[src/rtl/trig_tag_pkg.sv]
package trig_tag_pkg;
    localparam int FRAME_W = 16;
    localparam int TAG_W   = 5;
    localparam int SLOT_N  = 4;
    localparam int POS_W   = $clog2(SLOT_N);
    localparam int XTAG_W  = TAG_W + POS_W;
    localparam int DEPTH   = 1 << XTAG_W;
    localparam int BCID_W  = 8;
    localparam logic [3:0] TRIG_MARK = 4'hB;

    typedef struct packed {
        logic              is_trig;
        logic [SLOT_N-1:0] pattern;
        logic [TAG_W-1:0]  tag;
    } trig_cmd_t;

    function automatic trig_cmd_t decode_frame(input logic [FRAME_W-1:0] f);
        trig_cmd_t c;
        c.pattern = f[11:8];
        c.tag     = f[TAG_W-1:0];
        c.is_trig = (f[15:12] == TRIG_MARK) && (f[11:8] != '0);
        return c;
    endfunction
endpackage

[src/rtl/trig_frame_decode.sv]
module trig_frame_decode
    import trig_tag_pkg::*;
(
    input  logic               valid,
    input  logic [FRAME_W-1:0] frame,
    output logic               load,
    output trig_cmd_t          cmd
);
    always_comb begin
        cmd  = decode_frame(frame);
        load = valid && cmd.is_trig;
    end
endmodule

[src/rtl/trig_slot_seq.sv]
module trig_slot_seq
    import trig_tag_pkg::*;
(
    input  logic              clk,
    input  logic              rst,
    input  logic              load,
    input  trig_cmd_t         cmd,
    input  logic              bx_strobe,
    output logic              pulse,
    output logic [XTAG_W-1:0] pulse_xtag,
    output logic              wr_en,
    output logic [XTAG_W-1:0] wr_xtag,
    output logic [BCID_W-1:0] wr_bcid,
    output logic              active,
    output logic [BCID_W-1:0] bcid
);
    logic [SLOT_N-1:0] pat_q;
    logic [TAG_W-1:0]  tag_q;
    logic [POS_W-1:0]  pos_q;
    logic [POS_W-1:0]  bit_idx;
    logic              fire;

    always_comb begin
        bit_idx = POS_W'(SLOT_N - 1) - pos_q;
        fire    = active && bx_strobe && pat_q[bit_idx];
        wr_en   = fire;
        wr_xtag = {tag_q, pos_q};
        wr_bcid = bcid;
    end

    always_ff @(posedge clk) begin
        if (rst) begin
            active     <= 1'b0;
            pat_q      <= '0;
            tag_q      <= '0;
            pos_q      <= '0;
            bcid       <= '0;
            pulse      <= 1'b0;
            pulse_xtag <= '0;
        end else begin
            pulse <= fire;
            if (fire) pulse_xtag <= {tag_q, pos_q};
            if (bx_strobe) bcid <= bcid + 1'b1;
            if (active && bx_strobe) begin
                pos_q <= pos_q + 1'b1;
                if (pos_q == POS_W'(SLOT_N - 1)) active <= 1'b0;
            end
            if (load) begin
                active <= 1'b1;
                pos_q  <= '0;
                pat_q  <= cmd.pattern;
                tag_q  <= cmd.tag;
            end
        end
    end
endmodule

[src/rtl/trig_tag_table.sv]
module trig_tag_table
    import trig_tag_pkg::*;
(
    input  logic              clk,
    input  logic              rst,
    input  logic              we,
    input  logic [XTAG_W-1:0] waddr,
    input  logic [BCID_W-1:0] wdata,
    input  logic [XTAG_W-1:0] raddr,
    output logic              rd_valid,
    output logic [BCID_W-1:0] rd_bcid
);
    logic [BCID_W-1:0] mem [DEPTH];
    logic [DEPTH-1:0]  filled;

    always_ff @(posedge clk) begin
        if (we) mem[waddr] <= wdata;
        rd_bcid <= mem[raddr];
    end

    always_ff @(posedge clk) begin
        if (rst) begin
            filled   <= '0;
            rd_valid <= 1'b0;
        end else begin
            if (we) filled[waddr] <= 1'b1;
            rd_valid <= filled[raddr];
        end
    end
endmodule

[src/rtl/trig_tag_decoder.sv]
module trig_tag_decoder
    import trig_tag_pkg::*;
(
    input  logic              clk,
    input  logic              rst,
    input  logic              frame_valid,
    input  logic [15:0]       frame_data,
    input  logic              bx_strobe,
    output logic              trig_pulse,
    output logic [XTAG_W-1:0] trig_xtag,
    input  logic [XTAG_W-1:0] lk_xtag,
    output logic              lk_valid,
    output logic [BCID_W-1:0] lk_bcid
);
    trig_cmd_t         cmd;
    logic              load;
    logic              wr_en;
    logic [XTAG_W-1:0] wr_xtag;
    logic [BCID_W-1:0] wr_bcid;
    logic              seq_active;
    logic [BCID_W-1:0] bcid_cnt;

    trig_frame_decode u_dec (
        .valid(frame_valid), .frame(frame_data), .load(load), .cmd(cmd)
    );

    trig_slot_seq u_seq (
        .clk(clk), .rst(rst), .load(load), .cmd(cmd), .bx_strobe(bx_strobe),
        .pulse(trig_pulse), .pulse_xtag(trig_xtag),
        .wr_en(wr_en), .wr_xtag(wr_xtag), .wr_bcid(wr_bcid),
        .active(seq_active), .bcid(bcid_cnt)
    );

    trig_tag_table u_tab (
        .clk(clk), .rst(rst), .we(wr_en), .waddr(wr_xtag), .wdata(wr_bcid),
        .raddr(lk_xtag), .rd_valid(lk_valid), .rd_bcid(lk_bcid)
    );
endmodule

[config.mk]
export PLATFORM = sky130hd
export DESIGN_NAME = trig_tag_decoder
export DESIGN_NICKNAME = d
export VERILOG_FILES = /design/src/rtl/trig_tag_pkg.sv /design/src/rtl/trig_frame_decode.sv /design/src/rtl/trig_slot_seq.sv /design/src/rtl/trig_tag_table.sv /design/src/rtl/trig_tag_decoder.sv
export SDC_FILE = /design/constraint.sdc
export NUM_CORES = 1
export LEC_CHECK = 0
export BUFFER_PORTS_ARGS = -buffer_cell sky130_fd_sc_hd__clkbuf_2
export CAP_MARGIN = 25
export CORE_ASPECT_RATIO = 2
export CORE_MARGIN = 1
export CORE_UTILIZATION = 50
export CTS_CLUSTER_SIZE = 40
export DETAILED_ROUTE_END_ITERATION = 6
export PLACE_DENSITY = 0.63
export SETUP_SLACK_MARGIN = 0.15
export SLEW_MARGIN = 10
export SYNTH_ARGS = -nofsm -noshare
export SYNTH_HDL_FRONTEND = slang
export SYNTH_SLANG_ARGS = --single-unit
[constraint.sdc]
create_clock -name clk -period 3.75 [get_ports clk]
set_input_delay 0.375 -clock clk [delete_from_list [all_inputs] [get_ports clk]]
set_output_delay 0.375 -clock clk [all_outputs]
set_load 0.1 [all_outputs]
==> results_dict.tcl, run 1 <==
set metrics [dict create \
    grt_max_degree 130 \
    cp-start-kind "flip-flop" \
    syn_area_per_cell_um2 17.6 \
    slew-limit-headroom_pct 33.5 \
    post_cts_resized 0 \
    synthFlopType "edfxtp_1" \
    power_leakage_nw 17.3 \
    finalSetupViolCount 0 \
    cpLargestDelayFamily "simple AND/OR/NAND/NOR gates" \
    synth-simple-area-share_pct 4.60 \
    ys_top_cells_by_count "1024 x edfxtp_1, 284 x nor2_1, 207 x mux4_2" \
    fmaxAchievable_mhz 352 \
    slowest_stage "nor2_1" \
    grt-ovfl-total 0 \
    cts.reportedPaths.clkPinSlew_ps 60 \
    grt_pass1_wl_um 165000 \
    vias_per_cell 6.06 \
    nets 2760 \
    crit_required_ps 4050 \
    start_util_pct 50.4 \
    drc 0 \
    cap_violations 0 \
    cp_slowest_stage_delay_ps 760 \
    area.growth.synth_to_final_pct 11.5 \
    clockBufferDepth 3 \
    grt_pass1_vias 25400 \
    placed_cells 3818 \
    synth.area.mux_share_pct 14.0 \
    tritoncts "built" \
    synth_nets 2649 \
    worstSetupEndpointType "flip-flop" \
    tns_ps 0 \
    fin_crit_ps 2840 \
    synth_top_area_share_pct 66.8 \
    syn_inst 2620 \
    final_layout_size_suffix_gt1_share_pct 20.0 \
    synth_top_cell_by_area "edfxtp_1" \
    synth-seq-cells 1189 \
    antenna_found_initial 1 \
    die-area_um2 93400 \
    yosys.cell_count.top_type "edfxtp_1" \
    stdcell_count 4002 \
    cp_max_fo 8 \
    hp-class "in2reg" \
    slew_violations 0 \
    period_share_pct 75.7 \
    h-tree-depth 3 \
    detailed_place_hpwl_um 74500 \
    p_per_area_nw_per_um2 495 \
    ant_nets 0 \
    vias 24200 \
    ys_seq_area_share_pct 74.0 \
    worstPathArrival_ps 3140 \
    path_buf_inv 1 \
    ir_drop_mv 0.509 \
    first_iter_violations 1975 \
    cts_sinks 1189 \
    yosysWarnings 0 \
    syn_area_um2 46000 \
    post_drt_wl_per_cell_um 28.1 \
    yosysUniqueCellTypes 50 \
    async_flop_share_pct 0 \
    drt_pass1_iterations 5 \
    synthXorXnorAreaFrac_pct 0.114 \
    worst_clock_skew_ps 21.4 \
    synth_edf_count 1024 \
    timing_hold_violations_final 0 \
    die_width_um 217 \
    status "finished, final reports clean" \
    tightest_slew_ps 998 \
    rows 157 \
    critPathKind "reg2reg" \
    synth_adder_area_share_pct 0.0544 \
    io_pins 44 \
    grt_use_total_pct 24.5 \
    rsz0062_at_grt "false" \
    cp_cell_sequence "mux4_2 > nand3_2 > nor3b_2 > buf_4 > nand2_1 > nor2_1" \
    root_buffer "clkbuf_16" \
    insertion_delay_ps 690 \
    cts_made_buffers 93 \
    synth_area_leaders "edfxtp_1 67%, mux4_2 10%, dfxtp_1 7.2%" \
    synth-compound-area-share_pct 5.27 \
    core_um2 91300 \
    die_h_um 431 \
    routed_wl_um 112000 \
    port_buffers 40 \
    synth_top_family_by_area "multiplexers" \
    gp_congestion 0.873 \
]
## what timing repair did
action | in CTS | in global routing
endpoints found under the hold margin | 9 | 0
buffers inserted | 0 | 0
hold buffers | 10 | 0
## stage by stage
step                      setup slack [ps]  hold slack, ps  utilization, %  power, W  cell area (µm²)
after floorplan                        758             431               -    0.0154            46000
after CTS                              815            21.4            56.2    0.0256            51300
after global routing                   738             116            56.2    0.0261            51300
after detailed placement               559             448            52.8    0.0158            48200
after global placement                 539             441            52.7    0.0158            48200
final                                  911            85.4            56.2    0.0254            51300
## registers in the layout, summed over array words and instances, names as in the netlist
| register | cells |
|---|---|
| u_seq.pulse_xtag | 7 |
| u_seq.bcid | 8 |
| u_seq.active | 1 |
| u_seq.pulse | 1 |
| u_seq.pos_q | 2 |
| u_tab.rd_bcid | 8 |
| u_tab.filled | 128 |
| u_seq.pat_q | 4 |
| u_tab.rd_valid | 1 |
| u_tab.mem | 1024 |
| u_seq.tag_q | 5 |
## routing by layer
layer	vias up	part of all wire, %	global-route usage [%]
met4	0	5.8	13.6
met2	823	55	45.5
met3	243	4.7	3.47
li1	10600	-	-
met5	-	0	0
met1	12600	34	26.5
## path summary, 6_finish.rpt
path                                          to      startpoint  cells after the start  slack (ps)
worst min register to register    u_seq.pat_q[0]  u_seq.pat_q[0]                      2         470
worst max register to register  u_tab.mem[31][4]  u_seq.pos_q[1]                      6         910
worst min-delay path              u_seq.pat_q[1]  frame_data[14]                      4          90
worst max-delay path            u_tab.mem[31][4]  u_seq.pos_q[1]                      6         910
## power by group
part	switching, W	total [W]	internal, W	leakage (nW)
combinational	0.000767	0.00118	0.000415	4.77
clock	0.00451	0.00992	0.00541	1.48
sequential	0.0000509	0.0143	0.0142	11.0
## worst reg2reg max path: cells and delay by family, from the launching register on
kind	cells	cell delay, ps
mux	1	350
buf+inv	1	270
simple gates	4	1520
flops	1	330
## placed cells by master, fill, tap and decap left out, drive strengths merged, types with 7 or more instances in the layout
cell / count
a21oi: 172
a22o: 7
a22oi: 154
and2: 12
and3: 13
buf: 148
bufinv: 9
clkbuf: 155
clkinv: 35
dfxtp: 165
dlygate4sd3: 10
edfxtp: 1024
inv: 9
mux2i: 179
mux4: 207
nand2: 61
nand3: 42
nand4: 7
nor2: 284
nor2b: 8
nor3: 14
nor4: 13
o211ai: 29
## cell type report
class                           count  area, µm²
Inverter                            3       11.3
Clock buffer                      118       2520
Sequential cell                  1189      34100
Timing Repair Buffer              195       1570
Clock inverter                     55        524
Multi-Input combinational cell   1249      11100
Antenna cell                        1       2.50
Tap cell                         1192       1490
Fill cell                        6977      40000
## cell families after synthesis
logic type,after synthesis
AOI/OAI and AO/OA,379
xor gates and xnor gates,6
adders and majority gates,2
buffers and inverters,182
DFF,1189
muxes,386
and+or+nand+nor,476
(Power assumes the default switching activity.)
==> inputs of run 2 (changes only) <==
==> constraint.sdc (replaced) <==
create_clock -name clk -period 2.8 [get_ports clk]
set_input_delay 0.28 -clock clk [delete_from_list [all_inputs] [get_ports clk]]
set_output_delay 0.28 -clock clk [all_outputs]
set_load 0.1 [all_outputs]
==> run 2 against run 1 <==
  * Utilization grew 1.7 points
  * Critical path type unchanged
  * Maximum frequency up 10%
  * Highest routed layer unchanged
  * Clock-buffer cell count decreased by 13
  * Critical path depth is the same
  * Via count up 2.7%
  * Total power rose by 38%
==> results_dict.tcl, run 2 (synthesis gave the netlist of run 1 again) <==
set metrics [dict create \
    status "finished, final reports clean" \
    grt_use_total_pct 25.2 \
    die_h_um 431 \
    mostFrequentLayoutCell "edfxtp_1" \
    finalSetupViolCount 0 \
    totalPowerFinal_w 0.0349 \
    cp_max_fo 8 \
    grt_pass1_vias 26200 \
    drc 0 \
    die-area_um2 93400 \
    grt_max_degree 132 \
    cap_violations 0 \
    clockBufferDepth 3 \
    crit_required_ps 3120 \
    rows 157 \
    nets 2910 \
    tightest_slew_ps 972 \
    swShare_pct 20.8 \
    worstPathArrival_ps 2890 \
    period_share_pct 91.8 \
    port_buffers 40 \
    grt-ovfl-total 0 \
    ant_nets 0 \
    fillerInstances 6836 \
    reg_top3 "u_tab.mem: 1024 flops, u_tab.filled: 128 flops" \
    tns_ps 0 \
    gp_congestion 0.875 \
    root_buffer "clkbuf_16" \
    tritoncts "built" \
    area.growth.synth_to_final_pct 14.8 \
    routed_wl_um 116000 \
    slew-limit-headroom_pct 34.6 \
    ir_drop_mv 0.737 \
    power_leakage_nw 18.2 \
    drt_pass1_iterations 6 \
    hp-start "frame_data[14]" \
    worst_clock_skew_ps 19.7 \
    regArea_um2 34100 \
    p_per_area_nw_per_um2 661 \
    start_util_pct 50.4 \
    insertion_delay_ps 690 \
    clock_power_share_pct 40.3 \
    timing.rr.end "u_tab.mem[11][2]" \
    slew_violations 0 \
    largest_reg_flops 1024 \
    detailed_place_hpwl_um 76400 \
    die_width_um 217 \
    regMostFlops "u_tab.mem" \
    final_util_pct 57.9 \
    power_frac_seq_pct 54.7 \
    vias 24900 \
    comb_power_share_pct 4.9 \
    power.internal_w 0.0277 \
    h-tree-depth 3 \
    p_sw_w 0.00728 \
    final_layout_size_suffix_gt1_share_pct 24.3 \
    post_drt_wl_per_cell_um 27.9 \
    cts_made_buffers 94 \
    critPathKind "reg2reg" \
    fin_crit_ps 2570 \
    hp-class "in2reg" \
    fmaxAchievable_mhz 389 \
    vias_per_cell 6.00 \
    rsz0062_at_grt "true" \
    final_cell_mix "1024 x edfxtp_1, 280 x nor2_1, 265 x buf_4" \
    io_pins 44 \
    stdcell_count 4151 \
    timing_hold_violations_final 0 \
    cp-start-kind "flip-flop" \
    grt_pass1_wl_um 169000 \
    placed_cells 3966 \
    worstSetupEndpointType "flip-flop" \
    r2r_slack_ps 230 \
    multiInputGateArea_um2 11100 \
    core_um2 91300 \
    cts.reportedPaths.clkPinSlew_ps 70 \
    first_iter_violations 1867 \
    hold_depth 4 \
    antenna_found_initial 0 \
    min_to "u_seq.pat_q[2]" \
    cts_sinks 1189 \
    ff2ff_path_depth 6 \
    r2r-start "u_seq.pos_q[1]" \
    cts_post_setup_buffers_inserted 0 \
]
## run 2: cell types whose count changed in the layout (fill, tap and decap cells not counted), sizes merged
cell,delta
clkbuf,-13
clkinvlp,+4
bufinv,+10
dlygate4sd3,+1
buf,+148
inv,-1
## run 2: cell type report
cell class                 count  share of cell area, %
antenna                        1                0.00473
clock buffer                 105                   4.53
clock inverter                68                   1.61
inverter                       3                 0.0213
multi-input combinational   1249                   21.1
sequential                  1189                   64.5
tap                         1192                   2.82
timing repair buffer         344                   5.48
## run 2: timing repair
action / in CTS / in global routing
gates resized for setup: 0 / 2
endpoints found under the hold margin: 9 / 0
hold buffers: 11 / 0
setup endpoints to repair: 0 / 32
## run 2: per-stage QoR
step	cell area [µm²]	hold WS, ps	setup WS, ps
4_1_cts	52900	13.2	206
3_3_place_gp	49500	441	-193
3_5_place_dp	49500	453	-192
6_report	52900	72.2	230
2_1_floorplan	46000	416	237
5_1_grt	52900	77.3	139
## run 2: worst max-delay path by stage
stage	from	end	slack (ps)	cells after the start
after CTS	u_seq.pos_q[1]	u_tab.mem[90][0]	210	8
after floorplan	u_seq.bcid[6]	u_seq.bcid[7]	240	3
after detailed placement	lk_xtag[0]	u_tab.rd_bcid[3]	-190	8
after global routing	u_seq.pos_q[1]	u_tab.mem[11][0]	140	6
final	u_seq.pos_q[1]	u_tab.mem[11][2]	230	6
after global placement	lk_xtag[0]	u_tab.rd_bcid[3]	-190	8
## run 2: power groups by stage
stage | registers (W) | logic (W) | clock network [W]
5_1_grt | 0.0191 | 0.00180 | 0.0148
3_5_place_dp | 0.0195 | 0.00172 | 0
3_3_place_gp | 0.0195 | 0.00170 | 0
6_report | 0.0191 | 0.00172 | 0.0141
2_1_floorplan | 0.0197 | 0.000874 | 0
4_1_cts | 0.0191 | 0.00174 | 0.0143
## run 2: critical path, cell delays in order (launching register included)
cell     delay [ps]
dfxtp_1         330
mux4_2          350
nand3_2         100
nor3_2          190
buf_4           180
nand2_1         310
nor2_1          730
## run 2: routing by layer
metal	GRT usage (%)	up-vias	routed length, µm
li1	-	10900	-
met1	27.1	12800	39500
met2	47.1	884	64000
met3	3.42	292	5510
met4	14.3	0	6880
met5	0	-	0
